### config.mk
export PLATFORM = sky130hd
export DESIGN_NAME = lcd4_init_ctrl
export DESIGN_NICKNAME = d
export VERILOG_FILES = /design/src/rtl/lcd4_pkg.sv /design/src/rtl/lcd4_us_tick.sv /design/src/rtl/lcd4_strobe_eng.sv /design/src/rtl/lcd4_seq.sv /design/src/rtl/lcd4_init_ctrl.sv
export SDC_FILE = /design/constraint.sdc
export NUM_CORES = 1
export LEC_CHECK = 0
export CORE_MARGIN = 5
export CORE_UTILIZATION = 50
export CTS_BUF_LIST = sky130_fd_sc_hd__clkbuf_8
export CTS_CLUSTER_DIAMETER = 50
export DETAILED_ROUTE_END_ITERATION = 10
export PLACE_DENSITY = 0.7
export SKIP_LAST_GASP = 1
export SLEW_MARGIN = 40
export SYNTH_ARGS = -nofsm -noshare
export SYNTH_HDL_FRONTEND = slang
export SYNTH_SLANG_ARGS = --single-unit
### constraint.sdc
create_clock -name clk -period 3.75 [get_ports clk]
set_input_delay 0.75 -clock clk [delete_from_list [all_inputs] [get_ports clk]]
set_output_delay 0.75 -clock clk [all_outputs]
set_load 0.02 [all_outputs]
### src/rtl/lcd4_pkg.sv
package lcd4_pkg;
   localparam int unsigned UNIT_W = 16;

   typedef enum logic [1:0] {
      ENG_IDLE,
      ENG_SETUP,
      ENG_HIGH,
      ENG_WAIT
   } eng_state_t;

   // One unit of work for the strobe engine: an optional nibble strobe
   // followed by a pause counted in delay units.
   typedef struct packed {
      logic              strobe;
      logic              rs;
      logic [3:0]        nib;
      logic [UNIT_W-1:0] wait_u;
   } lcd_step_t;
endpackage

### src/rtl/lcd4_us_tick.sv
module lcd4_us_tick #(
   parameter int unsigned CLK_PER_US = 50
)(
   input  logic clk,
   input  logic rst_n,
   output logic tick
);
   localparam int unsigned PW = (CLK_PER_US > 1) ? $clog2(CLK_PER_US) : 1;

   logic [PW-1:0] cnt_q;

   generate
      if ((CLK_PER_US & (CLK_PER_US - 1)) == 0) begin : g_pow2
         // Power-of-two period: let the counter wrap on its own.
         always_ff @(posedge clk or negedge rst_n) begin
            if (!rst_n) cnt_q <= '0;
            else        cnt_q <= cnt_q + 1'b1;
         end
         assign tick = &cnt_q;
      end else begin : g_cmp
         localparam logic [PW-1:0] LAST = PW'(CLK_PER_US - 1);
         always_ff @(posedge clk or negedge rst_n) begin
            if (!rst_n)              cnt_q <= '0;
            else if (cnt_q == LAST)  cnt_q <= '0;
            else                     cnt_q <= cnt_q + 1'b1;
         end
         assign tick = (cnt_q == LAST);
      end
   endgenerate
endmodule

### src/rtl/lcd4_strobe_eng.sv
module lcd4_strobe_eng
   import lcd4_pkg::*;
#(
   parameter int unsigned UNIT_US = 20,
   parameter int unsigned EN_US   = 1,
   parameter int unsigned CW      = 20
)(
   input  logic      clk,
   input  logic      rst_n,
   input  logic      tick,
   input  logic      step_valid,
   input  lcd_step_t step,
   output logic      step_take,
   output logic      idle,
   output logic      en,
   output logic      rs,
   output logic [3:0] db
);
   eng_state_t    st_q;
   logic [CW-1:0] cnt_q;
   logic [CW-1:0] wait_q;
   logic          rs_q;
   logic [3:0]    db_q;
   logic          cnt_last;

   assign idle      = (st_q == ENG_IDLE);
   assign step_take = idle && step_valid;
   assign cnt_last  = tick && (cnt_q == CW'(1));
   assign en        = (st_q == ENG_HIGH);
   assign rs        = rs_q;
   assign db        = db_q;

   always_ff @(posedge clk or negedge rst_n) begin
      if (!rst_n) begin
         st_q   <= ENG_IDLE;
         cnt_q  <= '0;
         wait_q <= '0;
         rs_q   <= 1'b0;
         db_q   <= '0;
      end else begin
         case (st_q)
            ENG_IDLE: begin
               if (step_valid) begin
                  wait_q <= CW'(step.wait_u) * CW'(UNIT_US);
                  if (step.strobe) begin
                     rs_q  <= step.rs;
                     db_q  <= step.nib;
                     cnt_q <= CW'(2);
                     st_q  <= ENG_SETUP;
                  end else begin
                     cnt_q <= CW'(step.wait_u) * CW'(UNIT_US);
                     st_q  <= ENG_WAIT;
                  end
               end
            end
            ENG_SETUP: begin
               if (cnt_last) begin
                  cnt_q <= CW'(EN_US);
                  st_q  <= ENG_HIGH;
               end else if (tick) begin
                  cnt_q <= cnt_q - 1'b1;
               end
            end
            ENG_HIGH: begin
               if (cnt_last) begin
                  cnt_q <= wait_q;
                  st_q  <= ENG_WAIT;
               end else if (tick) begin
                  cnt_q <= cnt_q - 1'b1;
               end
            end
            ENG_WAIT: begin
               if (cnt_last)  st_q  <= ENG_IDLE;
               else if (tick) cnt_q <= cnt_q - 1'b1;
            end
            default: st_q <= ENG_IDLE;
         endcase
      end
   end
endmodule

### src/rtl/lcd4_seq.sv
module lcd4_seq
   import lcd4_pkg::*;
#(
   parameter int unsigned PWRUP_U   = 1000,
   parameter int unsigned LONG1_U   = 205,
   parameter int unsigned LONG2_U   = 5,
   parameter int unsigned NIB_U     = 2,
   parameter int unsigned CLRHOME_U = 100
)(
   input  logic       clk,
   input  logic       rst_n,
   input  logic       in_valid,
   input  logic       in_is_char,
   input  logic [7:0] in_byte,
   output logic       in_ready,
   input  logic       eng_idle,
   input  logic       step_take,
   output logic       step_valid,
   output lcd_step_t  step
);
   localparam int unsigned N_INIT = 17;   // one settle pause, 4 wake nibbles, 6 bytes
   localparam int unsigned IW     = $clog2(N_INIT);

   logic          run_q;
   logic [IW-1:0] idx_q;
   logic [1:0]    sub_q;   // 0 none, 1 high nibble pending, 2 low nibble pending
   logic [7:0]    byte_q;
   logic          char_q;

   function automatic lcd_step_t mk_step(input logic strobe, input logic rsv,
                                         input logic [3:0] nib, input int unsigned wu);
      lcd_step_t s;
      s.strobe = strobe;
      s.rs     = rsv;
      s.nib    = nib;
      s.wait_u = UNIT_W'(wu);
      return s;
   endfunction

   function automatic lcd_step_t byte_step(input logic [7:0] b, input logic rsv, input logic lo);
      int unsigned wu;
      wu = NIB_U;
      if (lo && !rsv && (b == 8'h01 || b == 8'h02)) wu = NIB_U + CLRHOME_U;
      return mk_step(1'b1, rsv, lo ? b[3:0] : b[7:4], wu);
   endfunction

   function automatic logic [7:0] init_cmd(input int unsigned k);
      case (k)
         0:       return 8'h28;
         1:       return 8'h08;
         2:       return 8'h01;
         3:       return 8'h06;
         4:       return 8'h0C;
         default: return 8'h01;
      endcase
   endfunction

   function automatic lcd_step_t init_step(input logic [IW-1:0] idx);
      int unsigned i;
      int unsigned k;
      i = 32'(idx);
      k = (i >= 5) ? i - 5 : 0;
      case (i)
         0:       return mk_step(1'b0, 1'b0, 4'h0, PWRUP_U);
         1:       return mk_step(1'b1, 1'b0, 4'h3, LONG1_U);
         2:       return mk_step(1'b1, 1'b0, 4'h3, LONG2_U);
         3:       return mk_step(1'b1, 1'b0, 4'h3, NIB_U);
         4:       return mk_step(1'b1, 1'b0, 4'h2, NIB_U);
         default: return byte_step(init_cmd(k / 2), 1'b0, k[0]);
      endcase
   endfunction

   always_comb begin
      if (!run_q) begin
         step_valid = 1'b1;
         step       = init_step(idx_q);
      end else begin
         step_valid = (sub_q != 2'd0);
         step       = byte_step(byte_q, char_q, sub_q == 2'd2);
      end
   end

   assign in_ready = run_q && eng_idle && (sub_q == 2'd0);

   always_ff @(posedge clk or negedge rst_n) begin
      if (!rst_n) begin
         run_q  <= 1'b0;
         idx_q  <= '0;
         sub_q  <= 2'd0;
         byte_q <= '0;
         char_q <= 1'b0;
      end else if (!run_q) begin
         if (step_take) begin
            if (idx_q == IW'(N_INIT - 1)) run_q <= 1'b1;
            else                          idx_q <= idx_q + 1'b1;
         end
      end else if (in_valid && in_ready) begin
         byte_q <= in_byte;
         char_q <= in_is_char;
         sub_q  <= 2'd1;
      end else if (step_take) begin
         sub_q <= (sub_q == 2'd1) ? 2'd2 : 2'd0;
      end
   end
endmodule

### src/rtl/lcd4_init_ctrl.sv
module lcd4_init_ctrl
   import lcd4_pkg::*;
#(
   parameter int unsigned CLK_PER_US = 50,
   parameter int unsigned UNIT_US    = 20,
   parameter int unsigned EN_US      = 1,
   parameter int unsigned PWRUP_U    = 1000,
   parameter int unsigned LONG1_U    = 205,
   parameter int unsigned LONG2_U    = 5,
   parameter int unsigned NIB_U      = 2,
   parameter int unsigned CLRHOME_U  = 100
)(
   input  logic       clk,
   input  logic       rst_n,
   input  logic       in_valid,
   input  logic       in_is_char,
   input  logic [7:0] in_byte,
   output logic       in_ready,
   output logic       lcd_rs,
   output logic       lcd_rw,
   output logic       lcd_en,
   output logic [3:0] lcd_db
);
   function automatic int unsigned umax(input int unsigned a, input int unsigned b);
      return (a > b) ? a : b;
   endfunction

   localparam int unsigned MAX_WAIT_U =
      umax(umax(PWRUP_U, LONG1_U), umax(LONG2_U, NIB_U + CLRHOME_U));
   localparam int unsigned CW = $clog2(MAX_WAIT_U * UNIT_US + EN_US + 3) + 1;

   generate
      if (CLK_PER_US < 2) begin : g_bad_clk
         $error("lcd4_init_ctrl: CLK_PER_US must be 2 or more");
      end
      if (UNIT_US < 1 || EN_US < 1) begin : g_bad_tick
         $error("lcd4_init_ctrl: UNIT_US and EN_US must be 1 or more");
      end
      if (PWRUP_U < 1 || LONG1_U < 1 || LONG2_U < 1 || NIB_U < 1) begin : g_bad_wait
         $error("lcd4_init_ctrl: every pause must be at least one unit");
      end
      if (MAX_WAIT_U >= (1 << UNIT_W)) begin : g_bad_range
         $error("lcd4_init_ctrl: a pause exceeds the unit field width");
      end
   endgenerate

   logic      us_tick;
   logic      eng_idle;
   logic      step_take;
   logic      step_valid;
   lcd_step_t cur_step;

   lcd4_us_tick #(.CLK_PER_US(CLK_PER_US)) u_tick (
      .clk  (clk),
      .rst_n(rst_n),
      .tick (us_tick)
   );

   lcd4_seq #(
      .PWRUP_U  (PWRUP_U),
      .LONG1_U  (LONG1_U),
      .LONG2_U  (LONG2_U),
      .NIB_U    (NIB_U),
      .CLRHOME_U(CLRHOME_U)
   ) u_seq (
      .clk       (clk),
      .rst_n     (rst_n),
      .in_valid  (in_valid),
      .in_is_char(in_is_char),
      .in_byte   (in_byte),
      .in_ready  (in_ready),
      .eng_idle  (eng_idle),
      .step_take (step_take),
      .step_valid(step_valid),
      .step      (cur_step)
   );

   lcd4_strobe_eng #(
      .UNIT_US(UNIT_US),
      .EN_US  (EN_US),
      .CW     (CW)
   ) u_eng (
      .clk       (clk),
      .rst_n     (rst_n),
      .tick      (us_tick),
      .step_valid(step_valid),
      .step      (cur_step),
      .step_take (step_take),
      .idle      (eng_idle),
      .en        (lcd_en),
      .rs        (lcd_rs),
      .db        (lcd_db)
   );

   assign lcd_rw = 1'b0;
endmodule

Yosys cells after proc, flatten, opt, wreduce, memory -nomap -nowiden
Cells that the tools add are included.
- $mul: 1
- magnitude comparators: 1
- multiplexer cells: 31
- $add $sub $neg: 4
- reduce and logical (&&, ||, !) cells: 25
- bitwise operators: 2
- equal/unequal tests: 24
- operators by type and width (kind ; number):
    case mux 22 bit (5 select lines) ; 1
    two-way mux 16 bit ; 6
    case mux 16 bit (4 select lines) ; 1
    zero test 32 bit ; 1
    two-way mux 32 bit ; 1
    == test 31 x 1 -> 1 bit (second input constant) ; 1
    == test 31 x 2 -> 1 bit (second input constant) ; 1
    == test 31 x 3 -> 1 bit (second input constant) ; 1
    case mux 6 bit (4 select lines) ; 1
    two-way mux 22 bit ; 1
    == test 16 x 1 -> 1 bit (second input constant) ; 1
    == test 8 x 1 -> 1 bit (second input constant) ; 2
    == test 8 x 2 -> 1 bit (second input constant) ; 2
    multiplier 16 x 3 -> 14 bit (second input constant) ; 1
    two-way mux 2 bit ; 8
    two-way mux 8 bit ; 2
    subtractor 16 x 1 -> 16 bit (second input constant) ; 1
    two-way mux 7 bit ; 2
    == test 5 x 2 -> 1 bit (second input constant) ; 2
    logical AND 1 bit ; 8
    two-way mux 4 bit ; 2
    inequality test 2 x 1 -> 1 bit (second input constant) ; 4
    case mux 2 bit (4 select lines) ; 1
    AND reduction 2 bit ; 4
    other kinds (22) ; 33
- bits in registers: 60
- bits of input ports: 12
- word-level logic and storage cells: 99
- output and inout port bits: 8

Logic depth before layout (Yosys ltp)
- word-level depth: 16
- depth in mapped cells: 18
- mapped depth without buffers: 17

Hierarchy
Synthesis repeated with hierarchy kept, for this count alone.
- cell total of the unflattened synthesis: 492
- area total of the unflattened synthesis: 4673.2 um^2
- modules (own cells, without submodules) (module ; area an instance (um^2) ; seq. area each (um^2) ; times used ; cells an instance):
    lcd4_strobe_eng ; 2926.6 ; 925.9 ; 1 ; 307
    lcd4_seq ; 1450.1 ; 425.4 ; 1 ; 157
    lcd4_us_tick ; 285.3 ; 150.1 ; 1 ; 26
    lcd4_init_ctrl ; 11.3 ; 0.0 ; 1 ; 2

Worst setup path before layout
OpenSTA, ideal clock, no wires.
- path kind: reg-to-reg
- from: reg u_seq.idx_q[0]
- to: reg u_eng.cnt_q[13]
- data required time: 3.686 ns
- buffers on the path: 2
- clock period less this slack: 3.877 ns
- library setup time: 0.064 ns
- cell stages (with the launch flop): 17
- data arrival time: 3.813 ns
- setup slack: -0.127 ns
- cell sequence: dfrtp_1 > clkbuf_1 > inv_1 > ha_1 > or4b_1 > clkbuf_1 > a21boi_0 > nor2_1 > ha_1 > ha_1 > fa_1 > a21o_1 > a31oi_1 > o21ai_0 > o21a_1 > a21oi_1 > o21a_1
- word-level cells in the longest chain between the ends: 16
- elaborated cells between the ends (all ways): 26
- those cells by class: add/sub: 1; mul: 1; order compare: 1; eq/ne: 9; mux: 10; reduce/logical: 4
- RTL lines (item ; line ; text):
    start, declared ; lcd4_seq.sv:25 ; logic [IW-1:0] idx_q;
    start signal, assigned ; lcd4_seq.sv:95 ; else idx_q <= idx_q + 1'b1;
    subtractor 5 x 3 -> 6 bit or greater-or-equal comparator 5 x 3 -> 1 bit (tied branches) ; lcd4_seq.sv:62 ; k = (i >= 5) ? i - 5 : 0;
    two-way mux 32 bit ; lcd4_seq.sv:62 ;
    == test 31 x 3 -> 1 bit, or another cell as far along ; lcd4_seq.sv:48 ; case (k)
    case mux 6 bit (4 select lines) ; lcd4_seq.sv:48 ;
    two-way mux 8 bit ; lcd4_seq.sv:63 ; case (i)
    two-way mux 8 bit ; lcd4_seq.sv:74 ; if (!run_q) begin
    == test 8 x 1 -> 1 bit or == test 8 x 2 -> 1 bit (tied branches) ; lcd4_seq.sv:43 ; if (lo && !rsv && (b == 8'h01 || b == 8'h02)) wu = NIB_U + CLRHOME_U;
    logical OR 1 bit ; lcd4_seq.sv:43 ;
    logical AND 1 bit ; lcd4_seq.sv:43 ;
    two-way mux 7 bit ; lcd4_seq.sv:43 ;
    case mux 22 bit (5 select lines) (*) ; lcd4_seq.sv:63 ;
    two-way mux 22 bit (*) ; lcd4_seq.sv:74 ;
    multiplier 16 x 3 -> 14 bit ; lcd4_strobe_eng.sv:51 ; cnt_q <= CW'(step.wait_u) * CW'(UNIT_US);
    two-way mux 16 bit (*) ; lcd4_strobe_eng.sv:45 ; if (step.strobe) begin
    two-way mux 16 bit (*) ; lcd4_strobe_eng.sv:43 ; if (step_valid) begin
    case mux 16 bit (4 select lines) (*) ; lcd4_strobe_eng.sv:41 ; case (st_q)
    end signal, assigned ; lcd4_strobe_eng.sv:51 ;
    end signal, assigned ; lcd4_strobe_eng.sv:58 ; cnt_q <= CW'(EN_US);
    end signal, assigned ; lcd4_strobe_eng.sv:61 ; cnt_q <= cnt_q - 1'b1;
    end, declared ; lcd4_strobe_eng.sv:20 ; logic [CW-1:0] cnt_q;
Mark *: on every way between the ends. The rest lies on a longest branch, timed or not. The select of a mux whose other input is x is not followed.
A chain may end at the register's enable or synchronous reset.

Worst setup path in the final report
- from: reg u_seq.idx_q[1]
- to: reg u_eng.cnt_q[14]
Same word-level chain as after synthesis.

==> results.cfg <==
[clocking]
clkTransAtPathRegs_ps = 70
numClockSinks = 59
root_buffer = clkbuf_8
clock_latency_ps = 350
cts_tree = done
clk_path_buf_depth = 2
cts.hold.buffers_added = 0
numCtsBuffers = 9
htree_num_levels = 3

[synthesis]
ys_async_sr_fraction_pct = 100.0
synthFlopType = dfrtp_1
syn_avg_cell_area_sq_um = 8.979
synth_warnings = 0
yosysTopAreaCell = dfrtp_1
ys_ff_latch = 59
netlist_top_cells_count = 59 x dfrtp_1, 45 x nor2_1, 38 x nand2_1
syn-num-nets = 487
synth_cells = 448
synth.most_common_cell = dfrtp_1
synth_edf_count = 0
ys_seq_area_share_pct = 36.70
synth_top_area_share_pct = 36.70
synthDistinctLibCells = 64
synth.area.top_cells = dfrtp_1 37%, ha_1 8.1%, mux2_2 5.3%
syn_area_sq_um = 4023

[global_routing]
grt-ovfl-total = 0
antenna_found_initial = 0
grt.total_usage_pct = 19.97
grt_max_degree = 38
grt_pass1_vias = 3386
grt_pass1_wl_um = 16010

[floorplanning]
rows = 32
io_pins = 20
die_area_sq_um = 9939
die_h_um = 99.70
die-width_um = 99.70
start_util_pct = 51.79
core_sq_um = 7767

[timing]
fin_skew_ps = 6.191
setup_viol = 0
fmax_mhz = 274.9
min_period_ps = 3638
rsz0062_at_grt = true
tightest_slew_ps = 687.1
slew_viol_final = 0
period_share_pct = 97.02
setup_slack_ps = 111.9
max_slew_margin_pct = 54.20
hold_viol = 0

[placed_design]
dp_hpwl_um = 7135
gp_congestion = 0.8947
place_ws_ps = -54.34
placedCellCount = 576
io_buffers = 18

[setup_path]
cp.arrival_ps = 3840
path_max_fanout = 5
r2r_start = u_seq.idx_q[1]
start_kind = flip-flop
cp-startpoint = u_seq.idx_q[1]
criticalPathCategory = flip-flop to flip-flop
reg2reg_setup_slack_ps = 110
end_kind = flip-flop
timing.rr.end = u_eng.cnt_q[14]
critical_path.endpoint = u_eng.cnt_q[14]
crit_required_ps = 3960
reg2reg_depth = 16

[final_layout]
fin_cells = 593
fill_cells = 667
n_antenna_cell = 0
area_growth_pct = 18.48
layout-drive-gt1-share_pct = 20.37
fin_nets = 525
fin_util_pct = 61.36

[min_path]
hp-class = input pin to async pin

[run_status]
status = finished, final reports clean

[job]
maxCapViolations = 0

[routing]
drc = 0
antenna_left = 0
wl_um = 9750
vias = 3487
wire_per_inst_um = 16.44
drtPass1Iterations = 4
drt-initial-drc-count = 130
viasPerCell = 5.880

[power]
leakage_nw = 2.134
peakVddDrop_mv = 0.1611
p_per_area_nw_per_um2 = 261.3
worst max-delay path, cell delays in order (launching register included):
cell	delay, ps
dfrtp_1	430
buf_4	150
buf_4	140
o21a_1	210
or3_4	360
a31oi_2	200
o221a_2	260
nor2_4	50
a21oi_2	150
buf_4	140
ha_1	250
a211oi_2	310
o31ai_2	100
a21o_1	190
a21o_1	210
a211oi_1	230
o21ai_0	110
flip-flops by register name, indices dropped and copies added, names as in the netlist:
name          flops
u_eng.cnt_q      16
u_eng.db          4
u_eng.rs          1
u_eng.st_q        2
u_eng.wait_q     13
u_seq.byte_q      8
u_seq.char_q      1
u_seq.idx_q       5
u_seq.run_q       1
u_seq.sub_q       2
u_tick.cnt_q      6
report_power, final:
part | switching (mW) | total (mW) | internal (mW)
logic | 0.0148 | 0.0252 | 0.0104
clock network | 0.265 | 0.584 | 0.319
registers | 0 | 0.636 | 0.636
stage by stage:
step	hold WS, ps	cell area [sq um]	power [mW]	setup TNS, ps
after global routing	407.3	4766	1.281	-174.1
after global placement	466.9	4436	0.6742	0
after detailed placement	470.7	4438	0.6745	-83.29
final	361.6	4766	1.245	0
after CTS	373.7	4644	1.254	0
after floorplan	449.7	4025	0.6502	0
cell usage in the layout, fill, tap and decap left out, drive strengths merged, types with 3 or more instances in the layout:
cell type and instances:
dfrtp 59, nor2 45, nand2 38, buf 29, o21ai 28, ha 26, a21oi 24, inv 21
mux2 19, nor3 18, xnor2 17, clkdlybuf4s50 17, nand3 11, clkbuf 10, nand4 9, nand2b 9
a31oi 7, nor4 6, nor2b 6, xor2 6, or3 6, o21a 5, mux2i 5, and3 5
a21o 5, o211ai 5, a211oi 4, o31ai 4, or2 3, o41ai 3, clkinv 3
cells by family (layout without fill, tap and decap cells):
family	count (synthesis)	count (layout)	share of synthesized area (%)
buffers and inverters	39	82	4.168
other	1	1	0.09322
AND/OR/NAND/NOR	168	168	21.06
flip-flops	59	59	36.70
adder cells (fa/ha/maj)	27	27	8.585
XOR/XNOR	23	23	5.008
AO/OA/AOI/OAI	107	107	17.82
multiplexers	24	24	6.563
how the worst min path moves through the flow:
| stage | startpoint | to | slack (ps) |
|---|---|---|---|
| global placement | u_eng.wait_q[4] | u_eng.cnt_q[4] | 470 |
| finish | rst_n | u_eng.cnt_q[3] | 360 |
| CTS | rst_n | u_eng.cnt_q[9] | 370 |
| global route | rst_n | u_eng.cnt_q[9] | 410 |
| detailed placement | u_eng.wait_q[11] | u_eng.wait_q[11] | 470 |
| floorplan | rst_n | u_eng.cnt_q[0] | 450 |
timing repair:
action,in CTS,in global routing
resized for setup,2,26
cloned,0,0
endpoints found under the setup margin,2,8
pin swaps,0,7
buffers inserted,0,1
per-layer routing:
metal,global-route usage (%),share of wire (%),up-vias
li1,-,-,1691
met1,25.97,45,1675
met2,32.84,49,108
met3,3.857,5.0,13
met4,7.563,1.7,0
met5,0,0,-
layout make-up:
class	instances	area, sq um	share of cell area [%]
clock buffers	10	137.6	2.888
repair buffers	46	387.9	8.139
multi-input cells	350	2504	52.53
well taps	102	127.6	2.678
clock inverters	6	56.30	1.181
inverters	20	75.07	1.575
flip-flops and latches	59	1478	31.01
(Power assumes the default switching activity.)
